File: src/rtl/dwa_pkg.sv
package dwa_pkg;
  localparam int DISP_WORDS = 40;
  localparam int ROW_BITS   = 4;
  localparam int PTR_W      = 6;
  localparam int SUB_W      = 3;
  localparam int BYTE_W     = 8;
  localparam int MODE_W     = 2;

  typedef enum logic [MODE_W-1:0] {
    MUX_STATIC  = 2'd0,
    MUX_HALF    = 2'd1,
    MUX_THIRD   = 2'd2,
    MUX_QUARTER = 2'd3
  } mux_mode_e;
endpackage

File: src/rtl/dwa_pointer.sv
module dwa_pointer #(
  parameter int DEPTH  = dwa_pkg::DISP_WORDS,
  parameter int ADDR_W = dwa_pkg::PTR_W,
  parameter int SUB_W  = dwa_pkg::SUB_W
) (
  input  logic              clk,
  input  logic              rst,
  input  logic              load_en,
  input  logic [ADDR_W-1:0] load_val,
  input  logic              sel_en,
  input  logic [SUB_W-1:0]  sel_val,
  input  logic              step,
  output logic [ADDR_W-1:0] ptr,
  output logic [SUB_W-1:0]  sub
);
  localparam logic [ADDR_W-1:0] LAST = ADDR_W'(DEPTH - 1);

  logic at_end;
  assign at_end = (ptr >= LAST);

  always_ff @(posedge clk) begin
    if (rst) begin
      ptr <= '0;
      sub <= '0;
    end else begin
      if (load_en)   ptr <= load_val;
      else if (step) ptr <= at_end ? '0 : ptr + 1'b1;
      if (sel_en)              sub <= sel_val;
      else if (step && at_end) sub <= sub + 1'b1;
    end
  end

  AST_PTR_WRAP: assert property (@(posedge clk) disable iff (rst)
    (step && !load_en && at_end) |=> (ptr == '0));
  AST_SUB_BUMP: assert property (@(posedge clk) disable iff (rst)
    (step && !sel_en && at_end) |=> (sub == SUB_W'($past(sub) + 1'b1)));
  AST_PTR_HOLD: assert property (@(posedge clk) disable iff (rst)
    (!step && !load_en) |=> $stable(ptr));
endmodule

File: src/rtl/dwa_packer.sv
module dwa_packer #(
  parameter int DATA_W = dwa_pkg::BYTE_W,
  parameter int ROWS   = dwa_pkg::ROW_BITS,
  parameter int MODE_W = dwa_pkg::MODE_W
) (
  input  logic              clk,
  input  logic              rst,
  input  logic              start,
  input  logic [MODE_W-1:0] mode,
  input  logic [DATA_W-1:0] data,
  input  logic              abort,
  output logic              busy,
  output logic              step,
  output logic [ROWS-1:0]   wbits,
  output logic [ROWS-1:0]   wmask
);
  localparam int BL_W = $clog2(DATA_W + 1);

  logic              busy_q;
  logic [DATA_W-1:0] shreg_q;
  logic [BL_W-1:0]   left_q;
  logic [BL_W-1:0]   rows_q;
  logic [BL_W-1:0]   take;

  assign take = (rows_q < left_q) ? rows_q : left_q;
  assign step = busy_q && !abort;
  assign busy = busy_q;

  always_ff @(posedge clk) begin
    if (rst) begin
      busy_q  <= 1'b0;
      shreg_q <= '0;
      left_q  <= '0;
      rows_q  <= '0;
    end else if (!busy_q) begin
      if (start) begin
        busy_q  <= 1'b1;
        shreg_q <= data;
        left_q  <= BL_W'(DATA_W);
        rows_q  <= BL_W'(mode) + 1'b1;
      end
    end else if (abort) begin
      busy_q <= 1'b0;
    end else begin
      shreg_q <= shreg_q << take;
      left_q  <= left_q - take;
      if (left_q == take) busy_q <= 1'b0;
    end
  end

  for (genvar r = 0; r < ROWS; r++) begin : g_row
    assign wbits[r] = shreg_q[DATA_W-1-r];
    assign wmask[r] = step && (BL_W'(r) < take);
  end

  AST_START_BUSY: assert property (@(posedge clk) disable iff (rst)
    (start && !busy_q) |=> busy_q);
  AST_ABORT_IDLE: assert property (@(posedge clk) disable iff (rst)
    (busy_q && abort) |=> !busy_q);
  AST_MASK_ROWS: assert property (@(posedge clk) disable iff (rst)
    step |-> (wmask[0] && ($countones(wmask) <= int'(rows_q))));
endmodule

File: src/rtl/dwa_ram.sv
module dwa_ram #(
  parameter int DEPTH  = dwa_pkg::DISP_WORDS,
  parameter int ROWS   = dwa_pkg::ROW_BITS,
  parameter int ADDR_W = dwa_pkg::PTR_W
) (
  input  logic              clk,
  input  logic              rst,
  input  logic              we,
  input  logic [ADDR_W-1:0] waddr,
  input  logic [ROWS-1:0]   wbits,
  input  logic [ROWS-1:0]   wmask,
  input  logic [ADDR_W-1:0] raddr,
  output logic [ROWS-1:0]   rdata
);
  localparam logic [ADDR_W-1:0] LAST = ADDR_W'(DEPTH - 1);

  for (genvar r = 0; r < ROWS; r++) begin : g_slice
    logic mem_q [DEPTH];

    always_ff @(posedge clk) begin
      if (we && wmask[r] && (waddr <= LAST)) mem_q[waddr] <= wbits[r];
    end

    always_ff @(posedge clk) begin
      if (rst)                 rdata[r] <= 1'b0;
      else if (raddr <= LAST)  rdata[r] <= mem_q[raddr];
      else                     rdata[r] <= 1'b0;
    end
  end
endmodule

File: src/rtl/dwa_addresser.sv
module dwa_addresser #(
  parameter int DEPTH  = dwa_pkg::DISP_WORDS,
  parameter int ROWS   = dwa_pkg::ROW_BITS,
  parameter int ADDR_W = dwa_pkg::PTR_W,
  parameter int SUB_W  = dwa_pkg::SUB_W,
  parameter int DATA_W = dwa_pkg::BYTE_W,
  parameter int MODE_W = dwa_pkg::MODE_W
) (
  input  logic              clk,
  input  logic              rst,
  input  logic [MODE_W-1:0] mode,
  input  logic              ptr_load,
  input  logic [ADDR_W-1:0] ptr_val,
  input  logic              dev_sel,
  input  logic [SUB_W-1:0]  dev_val,
  input  logic [SUB_W-1:0]  hw_sub,
  input  logic              byte_valid,
  input  logic [DATA_W-1:0] byte_data,
  input  logic              abort,
  output logic              busy,
  input  logic [ADDR_W-1:0] rd_addr,
  output logic [ROWS-1:0]   rd_data
);
  logic              step;
  logic              ram_we;
  logic [ROWS-1:0]   wbits;
  logic [ROWS-1:0]   wmask;
  logic [ADDR_W-1:0] ptr;
  logic [SUB_W-1:0]  sub;

  dwa_packer #(.DATA_W(DATA_W), .ROWS(ROWS), .MODE_W(MODE_W)) packer_i (
    .clk(clk), .rst(rst), .start(byte_valid && !busy), .mode(mode),
    .data(byte_data), .abort(abort), .busy(busy), .step(step),
    .wbits(wbits), .wmask(wmask)
  );

  dwa_pointer #(.DEPTH(DEPTH), .ADDR_W(ADDR_W), .SUB_W(SUB_W)) pointer_i (
    .clk(clk), .rst(rst),
    .load_en(ptr_load && !busy), .load_val(ptr_val),
    .sel_en(dev_sel && !busy), .sel_val(dev_val),
    .step(step), .ptr(ptr), .sub(sub)
  );

  assign ram_we = step && (sub == hw_sub);

  dwa_ram #(.DEPTH(DEPTH), .ROWS(ROWS), .ADDR_W(ADDR_W)) ram_i (
    .clk(clk), .rst(rst), .we(ram_we), .waddr(ptr), .wbits(wbits),
    .wmask(wmask), .raddr(rd_addr), .rdata(rd_data)
  );

  AST_WRITE_IN_BUSY: assert property (@(posedge clk) disable iff (rst)
    ram_we |-> busy);
endmodule

File: config.mk
export PLATFORM = sky130hd
export DESIGN_NAME = dwa_addresser
export DESIGN_NICKNAME = d
export VERILOG_FILES = /design/src/rtl/dwa_pkg.sv /design/src/rtl/dwa_pointer.sv /design/src/rtl/dwa_packer.sv /design/src/rtl/dwa_ram.sv /design/src/rtl/dwa_addresser.sv
export SDC_FILE = /design/constraint.sdc
export NUM_CORES = 1
export LEC_CHECK = 0
export ABC_AREA = 1
export BUFFER_PORTS_ARGS = -buffer_cell sky130_fd_sc_hd__buf_2
export CORE_ASPECT_RATIO = 0.7
export CORE_UTILIZATION = 35
export CTS_BUF_LIST = sky130_fd_sc_hd__clkbuf_4 sky130_fd_sc_hd__clkbuf_8 sky130_fd_sc_hd__clkbuf_16
export DETAILED_ROUTE_END_ITERATION = 12
export GPL_ROUTABILITY_DRIVEN = 0
export GPL_TIMING_DRIVEN = 0
export MAX_ROUTING_LAYER = met4
export PLACE_DENSITY = 0.58
export SYNTH_ARGS = -nofsm -noshare
export SYNTH_HDL_FRONTEND = slang
export SYNTH_SLANG_ARGS = --single-unit
File: constraint.sdc
create_clock -name clk -period 2.85 [get_ports clk]
set_input_delay 0.285 -clock clk [delete_from_list [all_inputs] [get_ports clk]]
set_output_delay 0.285 -clock clk [all_outputs]
set_load 0.05 [all_outputs]
==> results.json, run 1 <==
{
  "status": "finished, violations left",
  "violations": "DRC",
  "cts-root-to-sink-buffers": 2,
  "clock-sinks": 189,
  "setup_total_negative_slack_ns": 0,
  "power.ir.vdd_worst_v": 0.0004649,
  "dp_hpwl_mm": 19.49,
  "insertion_delay_ns": 0.45,
  "final_min_period_over_clock_period": 0.8679,
  "io_buffer_count": 37,
  "synthesis.area_per_instance_um2": 9.215,
  "cts-hold-fix-buffers": 0,
  "h_tree_lvls": 4,
  "clock.fmax_mhz": 404.3,
  "floorplan.rows": 48,
  "clock_skew_ns": 0.01301,
  "synth_adder_area_share": 0.01337,
  "cap_viol_max_count": 0,
  "drv_slew": 0,
  "cells_after_synthesis": 975,
  "post-route-drc-count": 2,
  "grt_use_total": 0.2240,
  "multi_input_comb_area_um2": 3198,
  "final_cell_area_um2": 10140,
  "grt_pass1_wl_mm": 41.79,
  "r2r_end": "ram_i.g_slice[0].mem_q[16]",
  "fill_cells": 2469,
  "die_height_um": 136.1,
  "number_of_drc_markers_in_iteration_0": 902,
  "layout-drive-gt1-share": 0.1055,
  "r2r_setup_slack_ns": 0.38,
  "cp-start-kind": "flip-flop",
  "post_cts_resized": 0,
  "ant_nets": 0,
  "ys_seq_elements": 189,
  "fp.dieArea_um2": 26330,
  "critical_path.cell_chain": "inv_1, ha_1, nand2_1, nand2_1, nand2_2, nand3_1, nand2_2, nand2_2, o21ai_1, buf_2, nor2_1",
  "synth_sequential_area_ratio": 0.5994,
  "coreArea_um2": 24920,
  "worst_path_largest_cell_delay_ns": 0.38,
  "cts.root.buffer_cell": "clkbuf_16",
  "synth_top_family_by_area": "simple AND/OR/NAND/NOR gates",
  "synth_simple_gate_area_share": 0.2191,
  "chipWidth_um": 193.5,
  "critPathMostFrequentCell": "nand2_2",
  "postSynth.asyncResetShare": 0,
  "rsz0062_at_grt": "false",
  "layout.cells.non_filler": 1368,
  "synth_flop_type": "edfxtp_1",
  "syn2layout_area_growth_pct": 12.87,
  "timing.setup.critical_path_class": "reg2reg",
  "cts_tree": "yes",
  "yosys.cell_types.count": 34,
  "tritoncts.num_buffers": 17,
  "r2r.worst_path.cells": 11,
  "initial_core_util": 0.3605,
  "grt_pass1_vias": 6878,
  "grt_antenna_before_repair": 0,
  "min_to": "packer_i.rows_q[0]",
  "synth-edff-count": 160,
  "worst-path-max-fanout": 10,
  "final_net_count": 1074,
  "number_of_buffers_added_for_setup_after_cts": 0,
  "critPathSlowestCell": "buf_2",
  "dr.pass1.iters": 11,
  "worst_setup_hold_path_clk_slew_ns": 0.07,
  "worstHoldPathType": "in2reg",
  "vias_per_cell": 5.452,
  "synth_mux_area_frac": 0,
  "worst_ep_required_time_ns": 3.05,
  "syn-num-nets": 1018,
  "setup_viol_count_final": 0,
  "worst-path-buf-inv": 2,
  "wl_per_cell_um": 20.20,
  "inserted_diodes": 0,
  "floorplan.io_pins": 39,
  "syn-cell-area_um2": 8985,
  "p_leak_nw": 3.381,
  "area.sequential_um2": 5390,
  "xor_xnor_portion_of_the_synthesized_cell_area": 0.004874,
  "finalWorstPathRequiredPeriod_ns": 2.473,
  "critical_path.reg2reg.startpoint": "packer_i.left_q[1]",
  "sum_of_routed_wire_length_over_all_layers_mm": 27.64,
  "power-per-cell-area_nw_per_um2": 668.4,
  "grt_max_degree": 44,
  "area_fraction_in_compound_gates_after_synthesis": 0.1186,
  "max_slew.worst_pin.slew_ns": 1.147,
  "endpoint_kind": "flip-flop",
  "hold_path.startpoint": "mode[0]",
  "finalHoldViolations": 0,
  "post-place-cells": 1337,
  "arrival_time_worst_endpoint_ns": 2.67,
  "slew_headroom": 0.2298,
  "gr-total-overflow": 0,
  "yosys_warnings": 0,
  "dpl-instance-area_um2": 9582,
  "vias": 7458,
  "cpLargestDelayFamily": "simple AND/OR/NAND/NOR gates",
  "worstHoldPathCells": 2
}
-- flip-flops by register name, indices dropped and copies added (netlist names) --
| signal | flops |
|---|---|
| packer_i.shreg_q | 8 |
| pointer_i.sub | 3 |
| packer_i.rows_q | 3 |
| ram_i.rdata | 4 |
| packer_i.busy | 1 |
| ram_i.g_slice.mem_q | 160 |
| packer_i.left_q | 4 |
| pointer_i.ptr | 6 |
-- synth_stat cells, types with 8 or more instances --
library cell / instances / area (µm²)
o22ai_1: 44 / 275.3
nand2_1: 139 / 521.8
edfxtp_1: 160 / 4805
clkbuf_1: 27 / 101.4
a31oi_1: 14 / 87.58
ha_1: 8 / 100.1
nor2_1: 247 / 927.1
o21ai_0: 111 / 555.5
dfxtp_1: 29 / 580.6
a21oi_1: 15 / 75.07
nor3_1: 51 / 255.2
buf_2: 24 / 120.1
inv_1: 37 / 138.9
nand3_1: 30 / 150.1
-- placed cells by master, fill, tap and decap left out, types with 2 or more instances in the layout --
| cell type | count |
|---|---|
| nor2_1 | 247 |
| o21ai_0 | 111 |
| buf_4 | 2 |
| nor3_1 | 51 |
| xor2_1 | 3 |
| xnor2_1 | 2 |
| nand2_1 | 139 |
| a31oi_1 | 14 |
| inv_2 | 6 |
| dfxtp_2 | 4 |
| buf_2 | 61 |
| o22ai_1 | 44 |
| ha_1 | 8 |
| clkinvlp_4 | 5 |
| a22o_1 | 2 |
| nand4_1 | 3 |
| clkinv_1 | 5 |
| o211ai_1 | 2 |
| clkbuf_16 | 17 |
| inv_1 | 37 |
| nand2_2 | 5 |
| clkbuf_1 | 27 |
| nand3_1 | 30 |
| a221oi_1 | 2 |
| dfxtp_1 | 25 |
| nand2_4 | 2 |
| a21oi_1 | 15 |
| bufinv_16 | 2 |
| edfxtp_1 | 160 |
-- logic make-up (layout without fill, tap and decap cells) --
group / Yosys count / count (layout)
AO/OA/AOI/OAI: 193 / 193
XOR/XNOR: 5 / 5
adder cells (fa/ha/maj): 9 / 9
buffers and inverters: 97 / 165
flip-flops: 189 / 189
AND/OR/NAND/NOR: 482 / 482
-- metrics by stage --
stage,utilization,worst slack (ns),hold slack [ns],total power [mW]
after global placement,0.3842,0.4040,0.4709,4.456
after detailed placement,0.3844,0.4030,0.4785,4.463
after global routing,0.4069,0.1872,0.06205,7.036
after CTS,0.4069,0.3797,0.04237,6.765
final,0.4069,0.3766,0.04617,6.778
after floorplan,-,0.6673,0.3751,4.036
-- worst max-delay path by stage --
stage	from	to	slack, ns	cells past startpoint
finish	packer_i.left_q[1]	ram_i.g_slice[0].mem_q[16]	0.38	11
floorplan	packer_i.left_q[1]	packer_i.left_q[2]	0.67	13
global placement	packer_i.left_q[1]	packer_i.left_q[2]	0.40	13
detailed placement	packer_i.left_q[1]	packer_i.left_q[2]	0.40	13
CTS	packer_i.left_q[1]	packer_i.left_q[2]	0.38	13
global route	packer_i.left_q[1]	packer_i.left_q[2]	0.19	13
-- power breakdown --
part / internal (mW) / total [mW] / switching (mW)
clock network: 1.28 / 2.35 / 1.07
registers: 3.13 / 3.29 / 0.159
logic: 0.300 / 1.14 / 0.842
-- cell type report --
type,instances,area share
Sequential cell,189,0.5315
Multi-Input combinational cell,689,0.3154
Clock buffer,18,0.04269
Tap cell,325,0.04010
Buffer,53,0.02332
Timing Repair Buffer,37,0.01826
Inverter,44,0.01629
Clock inverter,13,0.01246
-- per-layer routing --
layer | GRT usage | vias to the layer above | wire length [µm]
met4 | 0.05778 | 0 | 369
met2 | 0.3059 | 355 | 11200
met1 | 0.3199 | 3579 | 13130
met3 | 0.06599 | 27 | 2945
li1 | - | 3497 | -
met5 | - | - | 0
No activity file was read; power rests on OpenSTA's default activity.
==> run 2: changes to the inputs <==
--- a/config.mk
+++ b/config.mk
@@ -5,9 +5,9 @@
 export SDC_FILE = /design/constraint.sdc
 export NUM_CORES = 1
 export LEC_CHECK = 0
-export ABC_AREA = 1
 export BUFFER_PORTS_ARGS = -buffer_cell sky130_fd_sc_hd__buf_2
 export CORE_ASPECT_RATIO = 0.7
+export CORE_MARGIN = 2
 export CORE_UTILIZATION = 35
 export CTS_BUF_LIST = sky130_fd_sc_hd__clkbuf_4 sky130_fd_sc_hd__clkbuf_8 sky130_fd_sc_hd__clkbuf_16
 export DETAILED_ROUTE_END_ITERATION = 12
==> run 2 against run 1 <==
Effect of this change:
- the flow now finishes without violations
- power shrank 9.5%
- critical path depth stayed put
- combinational power fell by 54%
- clock skew fell by 0.0042 ns
- largest power group unchanged
==> results.json, run 2 <==
{
  "wl_per_cell_um": 20.65,
  "grt_max_degree": 46,
  "dr.pass1.iters": 6,
  "finalHoldViolations": 0,
  "h_tree_lvls": 4,
  "synth.largest_area_cell": "edfxtp_1",
  "met2_usage": 0.2402,
  "yosysMostFrequentCell": "nor2_1",
  "cap_viol_max_count": 0,
  "cts-hold-fix-buffers": 0,
  "multi_input_comb_area_um2": 3276,
  "yosys.cell_types.count": 50,
  "floorplan.io_pins": 39,
  "power.total_mw": 6.132,
  "vias_per_cell": 5.382,
  "min_to": "packer_i.rows_q[0]",
  "initial_core_util": 0.3583,
  "postSynth.asyncResetShare": 0,
  "number_of_drc_markers_in_iteration_0": 584,
  "max_slew.worst_pin.slew_ns": 1.328,
  "final_min_period_over_clock_period": 0.9688,
  "grt_pass1_vias": 5764,
  "syn-cell-area_um2": 8866,
  "worstHoldPathCells": 2,
  "syn2layout_area_growth_pct": 14.82,
  "endpoint_kind": "flip-flop",
  "gr-total-overflow": 0,
  "finalWorstPathRequiredPeriod_ns": 2.761,
  "vias": 5915,
  "tritoncts.num_buffers": 17,
  "grt_use_total": 0.1840,
  "layout-drive-gt1-share": 0.2132,
  "setup_total_negative_slack_ns": 0,
  "worst_ep_required_time_ns": 3.16,
  "timing.setup.critical_path_class": "reg2reg",
  "grt-busiest-layer": "met1",
  "power.ir.vdd_worst_v": 0.0004737,
  "worst-path-max-fanout": 8,
  "drv_slew": 0,
  "layout.cells.most_common_list": "nor2_1 (190), edfxtp_1 (160), nand2_1 (71)",
  "syn-num-nets": 747,
  "worstHoldPathType": "in2reg",
  "groute.layer.met1.usage": 0.2848,
  "area.sequential_um2": 5396,
  "cts_tree": "yes",
  "ant_nets": 0,
  "arrival_time_worst_endpoint_ns": 3.07,
  "critical_path.reg2reg.startpoint": "packer_i.rows_q[2]",
  "synth.cells.most_frequent": "nor2_1 (190), edfxtp_1 (160), nand2_1 (71)",
  "final_net_count": 805,
  "final_cell_area_um2": 10180,
  "coreArea_um2": 24740,
  "yosys.area.top_type_share": 0.5419,
  "slew_headroom": 0.1125,
  "dp_hpwl_mm": 15.65,
  "io_buffer_count": 33,
  "r2r.worst_path.cells": 11,
  "floorplan.rows": 48,
  "setup_viol_count_final": 0,
  "inserted_diodes": 0,
  "fp.dieArea_um2": 26640,
  "cts.root.buffer_cell": "clkbuf_16",
  "largest_reg_flops": 160,
  "grt_antenna_before_repair": 0,
  "fin_util": 0.4114,
  "sum_of_routed_wire_length_over_all_layers_mm": 22.69,
  "synth_sequential_area_ratio": 0.6074,
  "die_height_um": 137.2,
  "whs_ns": 0.04504,
  "clock-sinks": 189,
  "cp-start-kind": "flip-flop",
  "insertion_delay_ns": 0.44,
  "fill_cells": 2368,
  "chipWidth_um": 194.2,
  "synth_flop_type": "edfxtp_1",
  "status": "finished clean",
  "grt_pass1_wl_mm": 35.00,
  "synthTopCellsByArea": "edfxtp_1 (54%), mux4_2 (12%), nor2_1 (8.0%), dfxtp_1 (6.5%), nand2_1 (3.0%)",
  "hold_path.startpoint": "mode[0]",
  "synth-edff-count": 160,
  "r2r_setup_slack_ns": 0.09,
  "reg.largest.list": "ram_i.g_slice.mem_q x160, packer_i.shreg_q x8, pointer_i.ptr x6",
  "largest_register": "ram_i.g_slice.mem_q",
  "cts-root-to-sink-buffers": 2,
  "synthesis.area_per_instance_um2": 12.59,
  "layout_commonest_cell": "nor2_1",
  "cells_after_synthesis": 704,
  "worst_setup_hold_path_clk_slew_ns": 0.07,
  "clock_skew_ns": 0.008801,
  "post-route-drc-count": 0,
  "power-per-cell-area_nw_per_um2": 602.3,
  "dpl-instance-area_um2": 9443,
  "yosys_warnings": 0,
  "p_leak_nw": 3.227,
  "globalRouteMet3Util": 0.04165,
  "clock.fmax_mhz": 362.2,
  "ys_seq_elements": 189,
  "r2r_end": "packer_i.shreg_q[3]"
}
==> run 2: changes by cell type after synthesis, sizes merged, moves of 8 or more <==
cell / before / now
mux4: 0 / 48
nand3: 30 / 7
nor2b: 0 / 8
a31oi: 14 / 3
inv: 43 / 7
nor3: 52 / 8
mux2i: 0 / 12
nor2: 248 / 190
o22ai: 44 / 2
o21ai: 112 / 13
a211oi: 0 / 15
buf: 26 / 12
nand2: 146 / 71
==> run 2: layout make-up <==
class	instances	area share
flip-flops and latches	189	0.5301
clock inverters	13	0.01598
inverters	7	0.003319
plain buffers	46	0.02569
clock buffers	18	0.04253
well taps	325	0.03995
repair buffers	39	0.02065
multi-input cells	462	0.3218
==> run 2: through the flow <==
stage          setup WS [ns]  std cells
2_1_floorplan         0.1364        704
3_3_place_gp         -0.3453       1062
3_5_place_dp         -0.3376       1062
4_1_cts            -0.002003       1093
5_1_grt             -0.02511       1099
6_report             0.08883       1099
==> run 2: power by group <==
part / switching, mW / total, mW / internal [mW] / leakage, nW
Sequential: 0.0865 / 3.13 / 3.05 / 1.73
Combinational: 0.316 / 0.528 / 0.212 / 1.21
Clock: 1.08 / 2.47 / 1.39 / 0.290
Total: 1.48 / 6.13 / 4.65 / 3.23
==> run 2: how the worst max path moves through the flow <==
stage | slack [ns] | start | endpoint | cells after the start
after detailed placement | -0.34 | packer_i.rows_q[2] | ram_i.g_slice[0].mem_q[12] | 8
final | 0.09 | packer_i.rows_q[2] | packer_i.shreg_q[3] | 11
after global placement | -0.35 | packer_i.rows_q[2] | ram_i.g_slice[0].mem_q[25] | 8
after floorplan | 0.14 | packer_i.rows_q[2] | packer_i.shreg_q[3] | 11
after CTS | -0.002 | packer_i.left_q[1] | packer_i.left_q[2] | 11
after global routing | -0.03 | packer_i.rows_q[2] | packer_i.shreg_q[3] | 11
==> run 2: kinds of logic (layout without fill, tap and decap cells) <==
family | after synthesis | after routing | synth area share
flops | 189 | 189 | 0.6074
compound gates | 74 | 74 | 0.05885
buf+inv | 53 | 123 | 0.03020
xor+xnor | 9 | 9 | 0.008891
mux | 60 | 60 | 0.1355
fa+ha+maj | 9 | 9 | 0.01355
simple gates | 310 | 310 | 0.1456
==> run 2: worst max-delay path: stages (launching register included) <==
cell and delay, ns:
dfxtp_4 0.38, inv_1 0.09, ha_4 0.32, o21bai_4 0.09
and2_0 0.15, or4_1 0.54, buf_6 0.17, inv_8 0.09
mux2i_4 0.28, mux2i_2 0.13, a222oi_1 0.31, nor2_1 0.06
==> run 2: metal layers <==
metal  routed length (µm)  part of all wire
met1                11610              0.51
met2                 9271              0.41
met3                 1612             0.071
met4                  196            0.0086
met5                    0                 0
==> run 2: repair_timing <==
action,CTS,global route
setup buffers,0,6
pin swaps,0,3
setup endpoints to repair,138,155
resized for setup,26,14
